[src/rtl/uid_pkg.sv]
package uid_pkg;
  // Saturate a requested character length into the supported window.
  function automatic int unsigned clamp_len(int unsigned req,
                                            int unsigned lo,
                                            int unsigned hi);
    if (req < lo)      return lo;
    else if (req > hi) return hi;
    else               return req;
  endfunction

  // Counter width able to hold values 0..max_val.
  function automatic int unsigned cnt_bits(int unsigned max_val);
    return $clog2(max_val + 1);
  endfunction
endpackage

[src/rtl/uid_frame_track.sv]
module uid_frame_track (
  input  logic clk,
  input  logic rst_n,
  input  logic start_done,
  input  logic stop_done,
  input  logic cnt_after_stop,
  output logic in_frame,
  output logic hold_zero
);
  always_ff @(posedge clk or negedge rst_n) begin
    if (!rst_n)          in_frame <= 1'b0;
    else if (stop_done)  in_frame <= 1'b0;
    else if (start_done) in_frame <= 1'b1;
  end

  // In after-stop mode, bits inside a frame must not count.
  assign hold_zero = cnt_after_stop & in_frame;

  AST_STOP_ENDS_FRAME: assert property (@(posedge clk) disable iff (!rst_n)
    stop_done |=> !in_frame);
endmodule

[src/rtl/uid_bit_counter.sv]
module uid_bit_counter #(
  parameter int unsigned CNT_W   = 4,
  parameter int unsigned MAX_LEN = 13
) (
  input  logic             clk,
  input  logic             rst_n,
  input  logic             bit_tick,
  input  logic             rx_level,
  input  logic             hold_zero,
  input  logic [CNT_W-1:0] eff_len,
  output logic [CNT_W-1:0] hi_cnt,
  output logic             full_hit
);
  logic [CNT_W-1:0] len_m1;
  logic             restart;
  logic             can_inc;

  assign len_m1   = eff_len - CNT_W'(1);
  assign restart  = ~rx_level | hold_zero;
  assign can_inc  = hi_cnt < eff_len;
  // The tick that moves the count onto the limit is the idle event.
  assign full_hit = bit_tick & ~restart & (hi_cnt == len_m1);

  always_ff @(posedge clk or negedge rst_n) begin
    if (!rst_n) begin
      hi_cnt <= '0;
    end else if (bit_tick) begin
      if (restart)      hi_cnt <= '0;
      else if (can_inc) hi_cnt <= hi_cnt + CNT_W'(1);
    end
  end

  AST_LOW_RESTARTS: assert property (@(posedge clk) disable iff (!rst_n)
    (bit_tick && !rx_level) |=> (hi_cnt == '0));
  AST_FRAME_HOLDS: assert property (@(posedge clk) disable iff (!rst_n)
    (bit_tick && hold_zero) |=> (hi_cnt == '0));
  AST_NO_TICK_STABLE: assert property (@(posedge clk) disable iff (!rst_n)
    !bit_tick |=> $stable(hi_cnt));
  AST_CNT_BOUND: assert property (@(posedge clk) disable iff (!rst_n)
    (32'(hi_cnt) <= MAX_LEN));
endmodule

[src/rtl/uid_arm_ctrl.sv]
module uid_arm_ctrl (
  input  logic clk,
  input  logic rst_n,
  input  logic full_hit,
  input  logic rearm,
  input  logic idle_clr,
  output logic armed,
  output logic set_ev,
  output logic idle_flag
);
  assign set_ev = full_hit & armed;

  always_ff @(posedge clk or negedge rst_n) begin
    if (!rst_n) begin
      armed     <= 1'b0;
      idle_flag <= 1'b0;
    end else begin
      armed     <= (armed & ~set_ev) | rearm;
      idle_flag <= set_ev | (idle_flag & ~idle_clr);
    end
  end

  AST_SET_NEEDS_ARM: assert property (@(posedge clk) disable iff (!rst_n)
    $rose(idle_flag) |-> $past(armed && full_hit));
  AST_CLR_WORKS: assert property (@(posedge clk) disable iff (!rst_n)
    (idle_clr && !set_ev) |=> !idle_flag);
  AST_SET_WINS: assert property (@(posedge clk) disable iff (!rst_n)
    set_ev |=> idle_flag);
  AST_ONE_SHOT: assert property (@(posedge clk) disable iff (!rst_n)
    (set_ev && !rearm) |=> !armed);
endmodule

[src/rtl/uart_idle_detect.sv]
module uart_idle_detect #(
  parameter int unsigned LEN_W   = 4,
  parameter int unsigned MIN_LEN = 10,
  parameter int unsigned MAX_LEN = 13
) (
  input  logic             clk,
  input  logic             rst_n,
  input  logic             bit_tick,
  input  logic             rx_level,
  input  logic             start_done,
  input  logic             stop_done,
  input  logic [LEN_W-1:0] char_len,
  input  logic             cnt_after_stop,
  input  logic             char_stored,
  input  logic             break_set,
  input  logic             idle_clr,
  output logic             idle_flag
);
  localparam int unsigned CNT_W = uid_pkg::cnt_bits(MAX_LEN);

  logic [CNT_W-1:0] eff_len;
  logic [CNT_W-1:0] hi_cnt;
  logic             in_frame;
  logic             hold_zero;
  logic             full_hit;
  logic             rearm;
  logic             armed;
  logic             set_ev;

  assign eff_len = CNT_W'(uid_pkg::clamp_len(32'(char_len), MIN_LEN, MAX_LEN));
  assign rearm   = char_stored | break_set;

  uid_frame_track u_frame (
    .clk            (clk),
    .rst_n          (rst_n),
    .start_done     (start_done),
    .stop_done      (stop_done),
    .cnt_after_stop (cnt_after_stop),
    .in_frame       (in_frame),
    .hold_zero      (hold_zero)
  );

  uid_bit_counter #(.CNT_W(CNT_W), .MAX_LEN(MAX_LEN)) u_cnt (
    .clk       (clk),
    .rst_n     (rst_n),
    .bit_tick  (bit_tick),
    .rx_level  (rx_level),
    .hold_zero (hold_zero),
    .eff_len   (eff_len),
    .hi_cnt    (hi_cnt),
    .full_hit  (full_hit)
  );

  uid_arm_ctrl u_arm (
    .clk       (clk),
    .rst_n     (rst_n),
    .full_hit  (full_hit),
    .rearm     (rearm),
    .idle_clr  (idle_clr),
    .armed     (armed),
    .set_ev    (set_ev),
    .idle_flag (idle_flag)
  );

  AST_LEN_WINDOW: assert property (@(posedge clk) disable iff (!rst_n)
    (32'(eff_len) >= MIN_LEN) && (32'(eff_len) <= MAX_LEN));
  AST_REARM_ARMS: assert property (@(posedge clk) disable iff (!rst_n)
    rearm |=> armed);
  AST_FRAME_UNUSED: assert property (@(posedge clk) disable iff (!rst_n)
    (in_frame && !cnt_after_stop) |-> !hold_zero);
endmodule

[config.mk]
export PLATFORM = sky130hd
export DESIGN_NAME = uart_idle_detect
export DESIGN_NICKNAME = d
export VERILOG_FILES = /design/src/rtl/uid_pkg.sv /design/src/rtl/uid_frame_track.sv /design/src/rtl/uid_bit_counter.sv /design/src/rtl/uid_arm_ctrl.sv /design/src/rtl/uart_idle_detect.sv
export SDC_FILE = /design/constraint.sdc
export NUM_CORES = 1
export LEC_CHECK = 0
export BUFFER_PORTS_ARGS = -buffer_cell sky130_fd_sc_hd__buf_4
export CORE_MARGIN = 2
export CORE_UTILIZATION = 30
export DETAILED_ROUTE_END_ITERATION = 8
export PLACE_DENSITY = 0.62
export RECOVER_POWER = 100
export SLEW_MARGIN = 30
export SYNTH_ARGS = -nofsm -noshare
export SYNTH_HDL_FRONTEND = slang
export SYNTH_SLANG_ARGS = --single-unit
[constraint.sdc]
create_clock -name clk -period 2.9 [get_ports clk]
set_input_delay 0.145 -clock clk [delete_from_list [all_inputs] [get_ports clk]]
set_output_delay 0.145 -clock clk [all_outputs]
set_load 0.01 [all_outputs]
* After elaboration in Yosys (flattened, before gate mapping)
Index checks and enable logic that the tools add are counted.
** Operators by class
- $add $sub $neg :: 2
- Order comparisons :: 3
- Equality and inequality tests :: 1
- Mux-type cells :: 6
- Bitwise gates (word level) :: 14
- Reductions and logical operators :: 3
** Operator list (count)
- $mux W4 :: 4
- $and A1 B1 Y1 :: 6
- $add A4 B1 Y4 const B :: 1
- $eq A4 B4 Y1 :: 1
- $gt A4 B4 Y1 const B :: 1
- $lt A4 B4 Y1 :: 1
- $lt A4 B4 Y1 const B :: 1
- $not A1 Y1 :: 4
- $or A1 B1 Y1 :: 4
- $reduce_bool A2 Y1 :: 2
- $sub A4 B1 Y4 const B :: 1
- $mux W1 :: 2
- $reduce_and A2 Y1 :: 1
** Storage, ports and cells
- Bits in registers :: 7
- Bits of input ports :: 14
- Output and inout port bits :: 1
- Logic and storage cells :: 33

* Logic depth before layout (Yosys ltp)
- Depth after elaboration :: 10
- Gate-level depth with buffers :: 8
- Depth with buffers taken out :: 8

* By module
From an unflattened synthesis, not the netlist that was laid out.
** Unflattened totals
- Cells, all modules :: 61
- Area, all modules :: 555.5 um2
** By module, submodules not included
- uid_bit_counter :: instances 1, cells an instance 44, area each 399.1 um2, seq. area each 100.1 um2
- uid_arm_ctrl :: instances 1, cells an instance 7, area each 81.3 um2, seq. area each 50.0 um2
- uid_frame_track :: instances 1, cells an instance 3, area each 41.3 um2, seq. area each 25.0 um2
- uart_idle_detect :: instances 1, cells an instance 7, area each 33.8 um2, seq. area each 0.0 um2

* Least setup slack after synthesis
OpenSTA, ideal clock, no wires.
- Path type :: input -> register
- From :: input char_len[0]
- To :: register u_cnt.hi_cnt[3]
- Library setup time :: 0.138 ns
- Arrival :: 1.406 ns
- Required time :: 2.762 ns
- Path slack :: 1.356 ns
- Stages :: 8
- Buffers on the path :: 0
- Path through :: maj3_1 > nand2_1 > inv_1 > ha_1 > nand2b_1 > a21oi_1 > or2_1 > o41ai_2
** Between the ends
- Cells in the longest elaborated chain, start to end :: 6
- Elaborated cells between the ends (all ways) :: 7
- Classes of those cells :: 3 x order compare; 2 x mux; 2 x reduce/logical
** RTL lines
- from (decl) :: line uart_idle_detect.sv:12 : input logic [LEN_W-1:0] char_len,
- $gt A4 B4 Y1 :: line uid_pkg.sv:7 : else if (req > hi) return hi;
- $mux W4 :: line uid_pkg.sv:7
- $mux W4 (*) :: line uid_pkg.sv:6 : if (req < lo) return lo;
- $lt A4 B4 Y1 (*) :: line uid_bit_counter.sv:20 : assign can_inc = hi_cnt < eff_len;
- $reduce_bool A2 Y1 (no source line) (*)
- $reduce_and A2 Y1 (no source line) (*)
- to (signal assigned) :: line uid_bit_counter.sv:29 : else if (can_inc) hi_cnt <= hi_cnt + CNT_W'(1);
- to (decl) :: line uid_bit_counter.sv:11 : output logic [CNT_W-1:0] hi_cnt,
Mark *: on every way between the ends. The rest lies on a longest branch, timed or not.
A chain may end at the register's enable or synchronous reset.

* Worst setup path in the final report
- From :: register u_cnt.hi_cnt[2]
- To :: register u_cnt.hi_cnt[3]
** Between the ends
- Cells in the longest elaborated chain, start to end :: 3
- Elaborated cells between the ends (all ways) :: 6
- Classes of those cells :: 1 x add/sub; 1 x order compare; 2 x mux; 2 x reduce/logical
** RTL lines (line)
- $add A4 B1 Y4 or $lt A4 B4 Y1 (tied branches) :: uid_bit_counter.sv:29, uid_bit_counter.sv:20
- $mux W4 or $reduce_bool A2 Y1 (tied branches)
- $mux W4 or $reduce_and A2 Y1 (tied branches)
Parallel ways exist; a longest one is shown, timed or not. The select of a mux whose other input is x is not followed.

==> results.cfg <==
[synthesis]
synth_largest_area_cell = dfrtp_1
synth_top_cells_by_count = dfrtp_1 (7), ha_1 (6), inv_1 (6)
synth_area_um2 = 495
synthSimpleGateAreaFrac_pct = 15.9
ys_warn_count = 0
synth_top_family_by_area = compound AO/OA/AOI/OAI gates
ys.flop_type = dfrtp_1
synth_xor_area_share_pct = 5.30
synth_top_cell_area_share_pct = 35.4
synth_edf_count = 0
muxShareOfSynthArea_pct = 0
synth_area_leaders = dfrtp_1 (35%), ha_1 (15%), inv_1 (4.5%)
synth_cells = 52
yosysUniqueCellTypes = 24
synthAdderAreaFrac_pct = 17.2
synth.most_common_cell = dfrtp_1
synth-seq-cells = 7
synth-compound-area-share_pct = 21.0
avgSynthCellArea_um2 = 9.53
synthesis.nets = 72
synth_seq_area_share_pct = 35.4
synthArstFlopShare_pct = 100

[final_layout]
nets = 92
area_growth_pct = 28.5
n_antenna_cell = 0
layout-drive-gt1-share_pct = 22.5
fin_util_pct = 41.8

[drt]
vias = 418
drtIter0Drc = 10
wl_um = 878
dr.pass1.iters = 4
wl_per_cell_um = 10.1
antenna_left = 0
viasPerCell = 4.80
drc = 0

[clocking]
clock_latency_ns = 0.24
cts.sinks = 7
cts_inserted_buffers = 3
htree_levels = 1
cts_tree = yes
cts.path.max_buffers = 2
clkTransAtPathRegs_ns = 0.05
clockRootBuffer = clkbuf_4
cts_resized = 0

[setup_path]
crit-reg2reg-launch = u_cnt.hi_cnt[2]
critPathLaunchType = flop
cp-startpoint = u_cnt.hi_cnt[2]
end_kind = flop
critPathArrivalTime_ns = 1.86
cp_max_fo = 5
crit_required_ns = 3.03
path_class = reg2reg

[placed_design]
io_buffers = 14
hpwl_um = 745
gp_congestion = 0.766

[global_routing]
antenna_found_initial = 0
grt_start_max_net_pins = 8
grtUsageTotal_pct = 11.8
grt_overflow = 0
grt_first_pass_wirelength_um = 1660
grt_pass1_vias = 422

[die]
num_rows = 14
die-height_um = 44.6
io_pins = 15
core_area_mm2 = 0.00152
chipWidth_um = 44.6
die_area_mm2 = 0.00199
start_util_pct = 32.5

[min_path]
min_path_type = in2reg
min_from = stop_done

[flow_run]
drv_cap = 0

[power_and_ir_drop]
vdd_ir_drop_max_mv = 0.137
p_per_area_mw_per_mm2 = 385
p_leak_nw = 0.321

[sta]
setup_viol = 0
setup_tns_ns = 0
maxSlewViolCount = 0
finalCritPeriodShare_pct = 59.6
skew_ns = 0.00279
period_needed_ns = 1.73
rsz0062_at_grt = no
finalHoldViolations = 0
clock.fmax_ghz = 0.579

[run_status]
outcome = completed
critical path: stages, from the launching register on:
cell,delay (ns)
dfrtp_1,0.44
ha_1,0.31
o21ai_0,0.14
a21oi_1,0.11
or2_0,0.29
o41ai_1,0.33
power breakdown:
part	internal [mW]	switching (mW)
clock network	0.0523	0.0325
logic	0.0273	0.0234
registers	0.103	0.00660
total	0.182	0.0625
layout make-up:
cell class                 count  area (µm²)
multi-input combinational     39         285
sequential                     7         175
clock buffer                   4        26.3
timing repair buffer          15         108
tap                           16        20.0
fill                         155         887
inverter                       6        22.5
sequential cells by signal, indices dropped and copies added, names as in the netlist:
name              flops
u_cnt.hi_cnt          4
u_frame.in_frame      1
u_arm.idle_flag       1
u_arm.armed           1
kinds of logic after synthesis:
logic type	Yosys count
and+or+nand+nor	15
AOI/OAI and AO/OA	13
adders and majority gates	7
DFF	7
buffers and inverters	6
xor gates and xnor gates	3
other	1
cell usage in the layout, fill, tap and decap left out:
master         netlist  layout
nand3_1              2       2
a21oi_1              1       1
clkbuf_4             0       3
xor2_1               2       2
o211ai_1             2       2
o311ai_1             2       2
nor3_1               0       1
a21bo_2              1       1
conb_1               1       1
or2_0                0       1
nand2_1              3       3
xnor2_1              1       1
o21ai_1              3       2
dlygate4sd3_1        0       1
ha_1                 6       6
o21ai_0              0       1
buf_4                0      12
nand2b_1             2       2
nor2_1               4       4
maj3_1               1       1
dfrtp_1              7       7
inv_1                6       6
clkbuf_1             0       3
a22o_1               1       1
o41ai_1              1       2
nand4_1              1       1
nand3b_1             1       1
o31ai_1              1       1
final timing paths:
| path | endpoint | slack (ns) | depth (start not counted) |
|---|---|---|---|
| max in group asynchronous | u_arm.armed | 2.33 | 2 |
| min in group asynchronous | u_arm.idle_flag | 0.31 | 2 |
| worst max-delay path | u_cnt.hi_cnt[3] | 1.17 | 5 |
| worst min-delay path | u_frame.in_frame | 0.04 | 2 |
| worst max register to register | u_cnt.hi_cnt[3] | 1.17 | 5 |
| worst min register to register | u_arm.idle_flag | 0.49 | 1 |
metal layers:
| layer | vias up | share of wire, % | global-route usage [%] |
|---|---|---|---|
| met2 | 12 | 44 | 16.8 |
| li1 | 226 | - | - |
| met4 | 0 | 1.4 | 7.27 |
| met3 | 2 | 6.2 | 3.67 |
| met1 | 178 | 48 | 15.3 |
| met5 | - | 0 | 0 |
repair_timing:
action | in CTS | in global routing
hold buffers | 1 | 0
setup buffers | 0 | 0
hold endpoints to repair | 7 | 0
stage by stage:
step	area, µm²	setup slack (ns)	power (mW)	hold slack (ns)	cells
after CTS	657	1.26	0.251	0.0340	87
final	637	1.17	0.245	0.0412	87
after global routing	637	1.01	0.267	0.0330	87
after detailed placement	621	1.11	0.163	-0.0397	82
after global placement	621	1.14	0.163	-0.0408	82
after floorplan	495	1.36	0.140	-0.151	52
No activity file was read; power rests on OpenSTA's default activity.
